<file path="config.mk">
export PLATFORM = sky130hd
export DESIGN_NAME = clkgen_i2c_regs
export DESIGN_NICKNAME = d
export VERILOG_FILES = /design/src/rtl/clkgen_i2c_pkg.sv /design/src/rtl/i2c_bus_sync.sv /design/src/rtl/i2c_byte_target.sv /design/src/rtl/clkgen_ctl_bank.sv /design/src/rtl/clkgen_i2c_regs.sv
export SDC_FILE = /design/constraint.sdc
export NUM_CORES = 1
export LEC_CHECK = 0
export ABC_AREA = 1
export BUFFER_PORTS_ARGS = -buffer_cell sky130_fd_sc_hd__clkbuf_2
export CAP_MARGIN = 0
export CORE_ASPECT_RATIO = 1.1
export CORE_MARGIN = 2
export CORE_UTILIZATION = 55
export DETAILED_ROUTE_END_ITERATION = 10
export GPL_ROUTABILITY_DRIVEN = 0
export PLACE_DENSITY = 0.79
export SLEW_MARGIN = 20
export SYNTH_ARGS = -nofsm -noshare
export SYNTH_HDL_FRONTEND = slang
export SYNTH_SLANG_ARGS = --single-unit
</file>
<file path="constraint.sdc">
create_clock -name clk -period 4.4 [get_ports clk]
set_input_delay 0.22 -clock clk [delete_from_list [all_inputs] [get_ports clk]]
set_output_delay 0.22 -clock clk [all_outputs]
set_load 0.03 [all_outputs]
</file>
<file path="src/rtl/clkgen_i2c_pkg.sv">
package clkgen_i2c_pkg;
  localparam int BYTE_W = 8;
  localparam int OFF_W  = 2;
  localparam logic [5:0] BYTE_MODE_TAG = 6'b100000;

  typedef enum logic [3:0] {
    ST_IDLE, ST_ADDR, ST_AACK, ST_CMD, ST_CACK,
    ST_WR, ST_WACK, ST_RD, ST_RACK, ST_IGNORE
  } tgt_state_t;

  function automatic logic cmd_is_byte(input logic [BYTE_W-1:0] cmd);
    return cmd[BYTE_W-1:OFF_W] == BYTE_MODE_TAG;
  endfunction
endpackage

</file>
<file path="src/rtl/i2c_bus_sync.sv">
module i2c_bus_sync #(
  parameter int STAGES = 2
) (
  input  logic clk,
  input  logic rst_n,
  input  logic scl_i,
  input  logic sda_i,
  output logic scl_s,
  output logic sda_s,
  output logic scl_rise,
  output logic scl_fall,
  output logic start_evt,
  output logic stop_evt
);
  logic [STAGES-1:0] scl_sh, sda_sh;
  logic scl_q, sda_q;

  always_ff @(posedge clk or negedge rst_n) begin
    if (!rst_n) begin
      scl_sh <= '1;
      sda_sh <= '1;
      scl_q  <= 1'b1;
      sda_q  <= 1'b1;
    end else begin
      scl_sh <= {scl_sh[STAGES-2:0], scl_i};
      sda_sh <= {sda_sh[STAGES-2:0], sda_i};
      scl_q  <= scl_s;
      sda_q  <= sda_s;
    end
  end

  assign scl_s     = scl_sh[STAGES-1];
  assign sda_s     = sda_sh[STAGES-1];
  assign scl_rise  = scl_s & ~scl_q;
  assign scl_fall  = ~scl_s & scl_q;
  assign start_evt = scl_s & scl_q & sda_q & ~sda_s;
  assign stop_evt  = scl_s & scl_q & ~sda_q & sda_s;
endmodule

</file>
<file path="src/rtl/i2c_byte_target.sv">
module i2c_byte_target
  import clkgen_i2c_pkg::*;
(
  input  logic              clk,
  input  logic              rst_n,
  input  logic [6:0]        dev_addr,
  input  logic              scl_s,
  input  logic              sda_s,
  input  logic              scl_rise,
  input  logic              scl_fall,
  input  logic              start_evt,
  input  logic              stop_evt,
  input  logic [BYTE_W-1:0] rd_data,
  output logic [OFF_W-1:0]  reg_off,
  output logic              reg_ok,
  output logic              wr_stb,
  output logic [BYTE_W-1:0] wr_data,
  output logic              sda_oe
);
  tgt_state_t        st;
  logic [3:0]        cnt;
  logic [BYTE_W-1:0] shreg, txsh, cmd_q;
  logic              rw;
  logic              byte_done;

  assign byte_done = scl_fall && (cnt == 4'd8);
  assign reg_off   = cmd_q[OFF_W-1:0];
  assign reg_ok    = cmd_is_byte(cmd_q);

  always_ff @(posedge clk or negedge rst_n) begin
    if (!rst_n) begin
      st <= ST_IDLE; cnt <= '0; shreg <= '0; txsh <= '0; cmd_q <= '0;
      rw <= 1'b0; wr_stb <= 1'b0; wr_data <= '0; sda_oe <= 1'b0;
    end else begin
      wr_stb <= 1'b0;
      if (start_evt) begin
        st <= ST_ADDR; cnt <= '0; sda_oe <= 1'b0;
      end else if (stop_evt) begin
        st <= ST_IDLE; sda_oe <= 1'b0;
      end else begin
        case (st)
          ST_ADDR, ST_CMD, ST_WR: begin
            if (scl_rise && cnt != 4'd8) begin
              shreg <= {shreg[BYTE_W-2:0], sda_s};
              cnt   <= cnt + 4'd1;
            end else if (byte_done) begin
              if (st == ST_ADDR) begin
                if (shreg[7:1] == dev_addr) begin
                  st <= ST_AACK; sda_oe <= 1'b1; rw <= shreg[0];
                end else begin
                  st <= ST_IGNORE;
                end
              end else if (st == ST_CMD) begin
                cmd_q <= shreg; st <= ST_CACK; sda_oe <= 1'b1;
              end else begin
                wr_stb <= reg_ok; wr_data <= shreg;
                st <= ST_WACK; sda_oe <= 1'b1;
              end
            end
          end
          ST_AACK: if (scl_fall) begin
            cnt <= '0;
            if (rw) begin
              txsh <= rd_data; sda_oe <= ~rd_data[BYTE_W-1]; st <= ST_RD;
            end else begin
              sda_oe <= 1'b0; st <= ST_CMD;
            end
          end
          ST_CACK: if (scl_fall) begin
            sda_oe <= 1'b0; cnt <= '0; st <= ST_WR;
          end
          ST_WACK: if (scl_fall) begin
            sda_oe <= 1'b0; st <= ST_IGNORE;
          end
          ST_RD: begin
            if (scl_rise) cnt <= cnt + 4'd1;
            else if (byte_done) begin
              sda_oe <= 1'b0; st <= ST_RACK;
            end else if (scl_fall) begin
              txsh   <= {txsh[BYTE_W-2:0], 1'b0};
              sda_oe <= ~txsh[BYTE_W-2];
            end
          end
          ST_RACK: if (scl_rise) st <= ST_IGNORE;
          default: ;
        endcase
      end
    end
  end

  AST_SDA_SCL_LOW: assert property (@(posedge clk) disable iff (!rst_n)
    !$stable(sda_oe) |-> (!scl_s || $past(start_evt) || $past(stop_evt)));
  AST_STOP_RELEASE: assert property (@(posedge clk) disable iff (!rst_n)
    $past(stop_evt) |-> !sda_oe);
  AST_IGNORE_QUIET: assert property (@(posedge clk) disable iff (!rst_n)
    (st == ST_IGNORE) |-> !sda_oe);
endmodule

</file>
<file path="src/rtl/clkgen_ctl_bank.sv">
module clkgen_ctl_bank
  import clkgen_i2c_pkg::*;
#(
  parameter int NUM_OUT = 4,
  parameter int OE_LSB  = 3
) (
  input  logic               clk,
  input  logic               rst_n,
  input  logic               wr_stb,
  input  logic [BYTE_W-1:0]  wr_data,
  input  logic [OFF_W-1:0]   reg_off,
  input  logic               reg_ok,
  output logic [BYTE_W-1:0]  rd_data,
  output logic [NUM_OUT-1:0] out_en
);
  localparam int OE_MSB = OE_LSB + NUM_OUT - 1;

  logic [NUM_OUT-1:0] oe_q;

  function automatic logic [BYTE_W-1:0] pack_byte0(input logic [NUM_OUT-1:0] oe);
    logic [BYTE_W-1:0] b;
    b = '0;
    b[OE_MSB:OE_LSB] = oe;
    return b;
  endfunction

  always_ff @(posedge clk or negedge rst_n) begin
    if (!rst_n) oe_q <= '1;
    else if (wr_stb && reg_off == '0) oe_q <= wr_data[OE_MSB:OE_LSB];
  end

  assign rd_data = (reg_ok && reg_off == '0) ? pack_byte0(oe_q) : '0;
  assign out_en  = oe_q;
endmodule

</file>
<file path="src/rtl/clkgen_i2c_regs.sv">
module clkgen_i2c_regs
  import clkgen_i2c_pkg::*;
#(
  parameter int NUM_OUT     = 4,
  parameter int OE_LSB      = 3,
  parameter int SYNC_STAGES = 2
) (
  input  logic               clk,
  input  logic               rst_n,
  input  logic [6:0]         dev_addr,
  input  logic               scl_i,
  input  logic               sda_i,
  output logic               sda_oe,
  output logic [NUM_OUT-1:0] out_en
);
  logic scl_s, sda_s, scl_rise, scl_fall, start_evt, stop_evt;
  logic [BYTE_W-1:0] rd_data, wr_data;
  logic [OFF_W-1:0]  reg_off;
  logic reg_ok, wr_stb;

  i2c_bus_sync #(.STAGES(SYNC_STAGES)) u_sync (
    .clk(clk), .rst_n(rst_n), .scl_i(scl_i), .sda_i(sda_i),
    .scl_s(scl_s), .sda_s(sda_s), .scl_rise(scl_rise), .scl_fall(scl_fall),
    .start_evt(start_evt), .stop_evt(stop_evt));

  i2c_byte_target u_tgt (
    .clk(clk), .rst_n(rst_n), .dev_addr(dev_addr),
    .scl_s(scl_s), .sda_s(sda_s), .scl_rise(scl_rise), .scl_fall(scl_fall),
    .start_evt(start_evt), .stop_evt(stop_evt), .rd_data(rd_data),
    .reg_off(reg_off), .reg_ok(reg_ok), .wr_stb(wr_stb), .wr_data(wr_data),
    .sda_oe(sda_oe));

  clkgen_ctl_bank #(.NUM_OUT(NUM_OUT), .OE_LSB(OE_LSB)) u_bank (
    .clk(clk), .rst_n(rst_n), .wr_stb(wr_stb), .wr_data(wr_data),
    .reg_off(reg_off), .reg_ok(reg_ok), .rd_data(rd_data), .out_en(out_en));

  AST_OE_FROM_WRITE: assert property (@(posedge clk) disable iff (!rst_n)
    !$stable(out_en) |-> $past(wr_stb));
endmodule

</file>
# Yosys cells after proc, flatten, opt, wreduce, memory -nomap -nowiden
# Cells that the tools add are included.
[word_totals]
reg_bits = 51
input_bits = 11
wordCells = 133
[op_classes]
add_sub_neg = 1
eq_ne = 32
n_mux = 48
bitwise_logic = 18
reduce_logical = 20
[op_table]
columns = ["cell", "n"]
rows = [
  ["$mux 4", 17],
  ["$mux 7", 6],
  ["$ne 4x3->1 const B", 6],
  ["$pmux 4 s6", 1],
  ["$reduce_and 7->1", 3],
  ["$mux 1", 19],
  ["$eq 4x3->1 const B", 4],
  ["$reduce_and 8->1", 2],
  ["$pmux 7 s2", 1],
  ["$ne 4x4->1 const B", 3],
  ["$pmux 4 s3", 1],
  ["$not 1->1", 10],
  ["$reduce_and 9->1", 1],
  ["$eq 4x2->1 const B", 2],
  ["$eq 4x4->1 const B", 2],
  ["$reduce_bool 8->1", 1],
  ["$and 1x1->1", 7],
  ["$eq 7x7->1", 1],
  ["$eq 6x6->1 const B", 1],
  ["$ne 2x1->1 const B", 3],
  ["$ne 2x2->1 const B", 3],
  ["$ne 3x2->1 const B", 2],
  ["$reduce_bool 6->1", 1],
  ["$ne 5x3->1 const B", 1],
  ["other kinds (17)", 21],
]

# Longest topological paths before layout
# Gate-level depths: netlist of run 1.
[logic_depth]
word_depth = 8
ltp_mapped = 12

# Modules after synthesis
# A second synthesis of run 1 with hierarchy kept.
[unflattened]
hier_cells = 385
area_unflattened_um2 = 2890.3
[by_module_without_submodules]
columns = ["module", "n_inst", "cells_each", "area_per_inst_um2", "seq_area_each_um2"]
rows = [
  ["i2c_byte_target", 1, 336, 2453.6, 1051.0],
  ["clkgen_ctl_bank", 1, 32, 237.7, 105.1],
  ["i2c_bus_sync", 1, 17, 198.9, 157.7],
]

# Worst setup path after synthesis of run 1
# No wires, ideal clock.
[synth_timing]
path_kind = "reg-to-reg"
from = "register u_tgt.cnt[0]"
to = "register u_tgt.cmd_q[6]"
setup_time_ns = 0.127
arrival_ns = 1.441
setup_slack_ns = 2.833
path_stages_with_launch = 11
period_less_slack_ns = 1.567
path_cell_list = "dfrtp_1 inv_1 ha_1 nand2_1 nor2_1 nand2_1 inv_1 nand3_1 buf_2 nand2_1 o21ai_0"
[synth_via]
elab_chain_len = 4
elab_cells_between_ends = 6
[synth_rtl]
columns = ["element", "line", "rtl"]
rows = [
  ["start, declared", "i2c_byte_target.sv:21", "logic [3:0] cnt;"],
  ["start signal, assigned", "i2c_byte_target.sv:45", "cnt <= cnt + 4'd1;"],
  ["start signal, assigned", "i2c_byte_target.sv:76", "if (scl_rise) cnt <= cnt + 4'd1;"],
  ["$ne 4x4->1", "i2c_byte_target.sv:43", "if (scl_rise && cnt != 4'd8) begin"],
  ["$logic_and 1x1->1", "i2c_byte_target.sv:43", ""],
  ["$not 1->1 (no source line)", "n/a", ""],
  ["$reduce_and 7->1 (no source line) (*)", "n/a", ""],
  ["end signal, assigned", "i2c_byte_target.sv:32", "st <= ST_IDLE; cnt <= '0; shreg <= '0; txsh <= '0; cmd_q <= '0;"],
  ["end signal, assigned", "i2c_byte_target.sv:54", "cmd_q <= shreg; st <= ST_CACK; sda_oe <= 1'b1;"],
  ["end, declared", "i2c_byte_target.sv:22", "logic [BYTE_W-1:0] shreg, txsh, cmd_q;"],
]
# Every way passes the cells marked *; elsewhere a longest branch is shown, timed or not.
# A chain may end at the register's enable or synchronous reset.

# Worst setup path in the final report of run 1
[layout_timing]
from = "register u_tgt.cnt[0]"
to = "register u_tgt.cmd_q[7]"
# The elaborated chain is that of the path after synthesis.

==> results.yml, run 1 <==
synthesis:
  syn-instance-count: 308
  yosys_warnings: 0
  yosysMostFrequentCell: "nand2_1"
  synth_edf_count: 0
  yosys_most_used_dff: "dfrtp_1"
  synth_area_leader_cell: "dfrtp_1"
  synth_area_leaders: "dfrtp_1 38%, nand2_1 17%, dfstp_2 11%"
  synth.ff_latch_count: 45
  yosysSeqAreaShare: 0.492
  synth.avg_cell_area_um2: 7.51
  synth_common_cells: "105 x nand2_1, 43 x inv_1, 35 x dfrtp_1"
  ys_types: 27
  syn_nets: 321
  synth_top_area_share: 0.379
  netlist_area_um2: 2310
  async_flop_share: 1.00
grt:
  globalRoute.totalOverflow: 0
  grt_pass1_vias: 1922
  grt_max_degree: 46
  grt_use_total: 0.225
  grt_pass1_wl_mm: 8.21
  antenna_found_initial: 0
clock_tree:
  numClockSinks: 45
  clk_pin_slew_ps: 80
  cts.path.max_buffers: 2
  htree_levels: 2
  cts_tree: "built"
  cts_made_buffers: 5
  clock_latency_ps: 300
  postCtsSetupBuffers: 0
  ctsResizeCount: 0
  cts_root_buf: "clkbuf_8"
routing:
  dr.pass1.iters: 4
  dr_total_vias: 1948
  initialDrtViolationCount: 149
  antenna_left: 0
  drc_errors: 0
  wl_mm: 4.49
  drt-vias-per-instance: 5.07
  avgRoutedWirePerCell_um: 11.7
critical_path:
  setup.worst_path.start: "u_tgt.cnt[0]"
  path_buf_inv: 2
  cpPeakStageDelay_ps: 410
  crit_family: "simple AND/OR/NAND/NOR gates"
  critPathMaxFanout: 16
  rr_startpoint: "u_tgt.cnt[0]"
  crit_type: "reg2reg"
  reg2reg_depth: 8
  rr_endpoint: "u_tgt.cmd_q[7]"
  cp.required_ps: 4600
  end_kind: "flip-flop"
  start_kind: "flip-flop"
  slowest_stage: "dfrtp_1"
  r2r_slack_ps: 2460
  critical_path_arrival_ps: 2140
  path_cells: "inv_1, ha_1, nand2_1, nor2_1, nand2_1, inv_1, nand3_1, o21ai_0"
die:
  die_w_um: 65.8
  fp.dieH_um: 72.0
  rows: 24
  dieArea_um2: 4740
  io_pins: 16
  coreArea_um2: 3990
  initial_utilization: 0.579
timing:
  worst_pin_slew_ps: 563
  maxSlewHeadroom: 0.625
  layout_min_cycle_time_ps: 1940
  finalMaxSlewViolations: 0
  fin_skew_ps: 5.23
  rsz0062_at_grt: "no"
  finalHoldViolCount: 0
  fin_crit_sh: 0.440
  fin_tns_setup_ps: 0
  layout_setup_ws_ps: 2460
  setup_viol: 0
  fmax_mhz: 516
cells_and_area:
  syn_to_final_growth_pct: 11.6
  nets: 344
  drive_gt1_frac: 0.142
  final_cells: 384
  num_antenna_cells: 0
  final_util: 0.647
placement:
  post-place-ws_ps: 2530
  numPortBuffers: 15
  placed_cells: 373
  hpwl_mm: 3.21
min_path:
  hold_depth: 0
  hp-class: "reg2reg"
  min_to: "u_sync.scl_sh[1]"
  min_from: "u_sync.scl_sh[0]"
outcome:
  status: "completed"
power:
  powerDensity_nw_per_um2: 527
  p_total_mw: 1.36
  p_leak_nw: 1.35
  irDropWorstVdd_mv: 0.330
job:
  cap_violations: 0
## state kept, by name, indices dropped and copies added (netlist names)
signal / count
u_bank.out_en: 4
u_sync.scl_q: 1
u_sync.scl_sh: 2
u_sync.sda_q: 1
u_sync.sda_sh: 2
u_tgt.cmd_q: 8
u_tgt.cnt: 4
u_tgt.rw: 1
u_tgt.sda_oe: 1
u_tgt.shreg: 8
u_tgt.st: 4
u_tgt.txsh: 4
u_tgt.wr_data: 4
u_tgt.wr_stb: 1
## routing by layer
| metal | part of all wire | up-vias | GRT usage |
|---|---|---|---|
| li1 | - | 1008 | - |
| met1 | 0.47 | 883 | 0.294 |
| met2 | 0.46 | 45 | 0.364 |
| met3 | 0.040 | 12 | 0.0512 |
| met4 | 0.027 | 0 | 0.0926 |
| met5 | 0 | - | 0 |
## report_power, final
group | switching, mW | internal (mW) | total (mW)
Combinational | 0.362 | 0.178 | 0.540
Sequential | 0.0586 | 0.478 | 0.537
Clock | 0.140 | 0.145 | 0.285
## what timing repair did
action / CTS / global route
setup endpoints to repair: 0 / 0
hold endpoints to repair: 2 / 35
hold buffers: 2 / 1
## worst max path at each step
stage,endpoint,depth (start not counted)
final,u_tgt.cmd_q[7],8
after global routing,u_tgt.cmd_q[7],8
after floorplan,u_tgt.cmd_q[6],10
after detailed placement,u_tgt.cmd_q[5],9
after CTS,u_tgt.cmd_q[7],8
after global placement,u_tgt.cmd_q[5],7
## per-stage QoR
| step | area (um2) | hold slack [ps] |
|---|---|---|
| floorplan | 2310 | -75.6 |
| global placement | 2440 | 308 |
| detailed placement | 2440 | 309 |
| CTS | 2570 | 145 |
| global route | 2580 | 364 |
| finish | 2580 | 360 |
## cell type report
class	count	area, um2
Inverter	44	165
Clock buffer	7	96.3
Clock inverter	1	8.76
Tap cell	52	65.1
Sequential cell	45	1140
Timing Repair Buffer	18	108
Multi-Input combinational cell	217	1000
Fill cell	364	1410
## kinds of logic (layout without fill, tap and decap cells)
family | after synthesis | in the layout | share of synthesized area
mux | 4 | 4 | 0.0195
fa+ha+maj | 2 | 2 | 0.0108
simple gates | 172 | 172 | 0.311
flops | 45 | 45 | 0.492
buf+inv | 46 | 70 | 0.0752
xor+xnor | 1 | 1 | 0.00379
compound gates | 38 | 38 | 0.0876
## cell usage in the layout, fill, tap and decap left out, drive strengths merged
cell type | Yosys | layout
dlygate4sd3 | 0 | 3
a31oi | 1 | 1
nand3b | 1 | 1
inv | 44 | 45
o21bai | 1 | 1
buf | 1 | 1
mux2 | 4 | 4
o21ai | 32 | 32
xor2 | 1 | 1
dfrtp | 35 | 35
clkbuf | 1 | 21
a21oi | 2 | 2
nand2 | 107 | 107
nor3b | 1 | 1
nor2 | 37 | 37
nand4 | 3 | 3
ha | 2 | 2
nand3 | 22 | 22
o211ai | 2 | 2
dfstp | 10 | 10
nor3 | 1 | 1
Power figures use the tool's default switching activity.
==> run 2: changes to the inputs <==
clock period = 1.85 ns   (was 4.4 ns; I/O delays follow)
==> run 2 against run 1 <==
  * Cell count grew 1.3%
  * Sequential share of layout area fell by 0.40 points
  * Wire length shrank 2.4%
  * Count of clock-buffer cells in the layout unchanged
  * Critical path type unchanged
  * Critical endpoint is now u_tgt.cnt[1]
  * Largest power group unchanged
==> results.yml, run 2 (same netlist as run 1, synthesis figures left out) <==
outcome:
  status: "completed"
routing:
  dr.pass1.iters: 4
  wl_met2_mm: 2.07
  dr_total_vias: 1966
  wl_met1_mm: 2.05
  drt-vias-per-instance: 5.05
  antenna_left: 0
  wl_mm: 4.38
  wl_met3_um: 191
  dr.max_layer_used: "met4"
  avgRoutedWirePerCell_um: 11.3
  initialDrtViolationCount: 143
  drc_errors: 0
cells_and_area:
  final_util: 0.653
  num_antenna_cells: 0
  most-common-layout-cells: "105 x nand2_1, 43 x inv_1, 35 x dfrtp_1, 31 x nor2_1, 28 x o21ai_0"
  syn_to_final_growth_pct: 12.7
  nets: 349
  final_common_cell: "nand2_1"
  drive_gt1_frac: 0.154
  top_regs: "u_tgt.cmd_q x8, u_tgt.shreg x8"
critical_path:
  crit_type: "reg2reg"
  crit_top_cell: "nand2_1"
  path_cells: "nand4_1, inv_1, nor2_1, nand2_1, nand2_1, nor2_1, nand3_2, nand2_1, o21ai_1"
  critical_path_arrival_ps: 1900
  cpPeakStageDelay_ps: 590
  critPathMaxFanout: 8
  slowest_stage: "dfstp_2"
  rr_startpoint: "u_sync.scl_sh[1]"
  setup.worst_path.start: "u_sync.scl_sh[1]"
  cp.required_ps: 2030
  end_kind: "flip-flop"
  start_kind: "flip-flop"
clock_tree:
  clock_latency_ps: 290
  htree_levels: 2
  clk_pin_slew_ps: 80
  cts_tree: "built"
  cts_made_buffers: 5
  cts.path.max_buffers: 2
  postCtsSetupBuffers: 0
  cts_root_buf: "clkbuf_8"
  numClockSinks: 45
timing:
  fmax_mhz: 581
  maxSlewHeadroom: 0.643
  fin_crit_sh: 0.930
  layout_min_cycle_time_ps: 1720
  setup_viol: 0
  finalHoldViolCount: 0
  worst_pin_slew_ps: 535
  fin_skew_ps: 7.06
  finalMaxSlewViolations: 0
die:
  coreArea_um2: 3990
  initial_utilization: 0.579
  fp.dieH_um: 72.0
  rows: 24
  dieArea_um2: 4740
  io_pins: 16
  die_w_um: 65.8
grt:
  globalRoute.totalOverflow: 0
  grt_max_degree: 46
  grt_pass1_wl_mm: 7.82
  antenna_found_initial: 0
  grt_pass1_vias: 1892
  grt_use_total: 0.215
power:
  powerDensity_nw_per_um2: 1210
  irDropWorstVdd_mv: 0.818
  p_leak_nw: 1.35
  p_total_mw: 3.16
placement:
  hpwl_mm: 3.27
  numPortBuffers: 15
min_path:
  min_from: "u_sync.sda_sh[0]"
  hp-class: "reg2reg"
job:
  cap_violations: 0
-- run 2: area by class of cell --
class | count | area (um2)
inverter | 44 | 165
timing repair buffer | 23 | 143
sequential | 45 | 1140
clock inverter | 1 | 7.51
fill | 351 | 1390
clock buffer | 7 | 76.3
tap | 52 | 65.1
multi-input combinational | 217 | 1010
-- run 2: what timing repair did --
action | CTS | global route
hold endpoints to repair | 37 | 0
hold buffers | 3 | 0
setup endpoints to repair | 0 | 8
resized for setup | 0 | 3
-- run 2: final timing paths --
path | endpoint | slack [ps] | depth (start not counted)
max reg2reg | u_tgt.cnt[1] | 130 | 9
min in group asynchronous | u_tgt.txsh[4] | 400 | 3
max | u_tgt.cnt[1] | 130 | 9
max in group asynchronous | u_sync.scl_q | 1070 | 3
min | u_sync.sda_sh[1] | 360 | 0
min reg2reg | u_sync.sda_sh[1] | 360 | 0
-- run 2: per-layer routing --
metal  track usage  vias up
met3        0.0419        8
met1         0.270      896
met2         0.364       40
met4        0.0856        0
met5             0        -
li1              -     1022
-- run 2: worst max-delay path, delay by kind of cell (launching register included) --
| kind | cells | cell delay (ps) |
|---|---|---|
| AOI/OAI and AO/OA | 1 | 70 |
| buffers and inverters | 1 | 170 |
| DFF | 1 | 590 |
| and+or+nand+nor | 7 | 770 |
-- run 2: through the flow --
stage | cells | instance area (um2) | hold WS, ps | worst slack [ps] | TNS [ps]
finish | 389 | 2610 | 356 | 130 | 0
global route | 389 | 2610 | 365 | -0.508 | -0.508
CTS | 389 | 2600 | 350 | 119 | 0
detailed placement | 378 | 2480 | 182 | 136 | 0
global placement | 378 | 2480 | 181 | 179 | 0
floorplan | 308 | 2310 | -203 | 283 | 0
-- run 2: report_power, final --
part / leakage [nW] / internal, mW / switching, mW
Clock: 0.0385 / 0.267 / 0.314
Sequential: 0.579 / 1.14 / 0.141
Combinational: 0.734 / 0.432 / 0.866
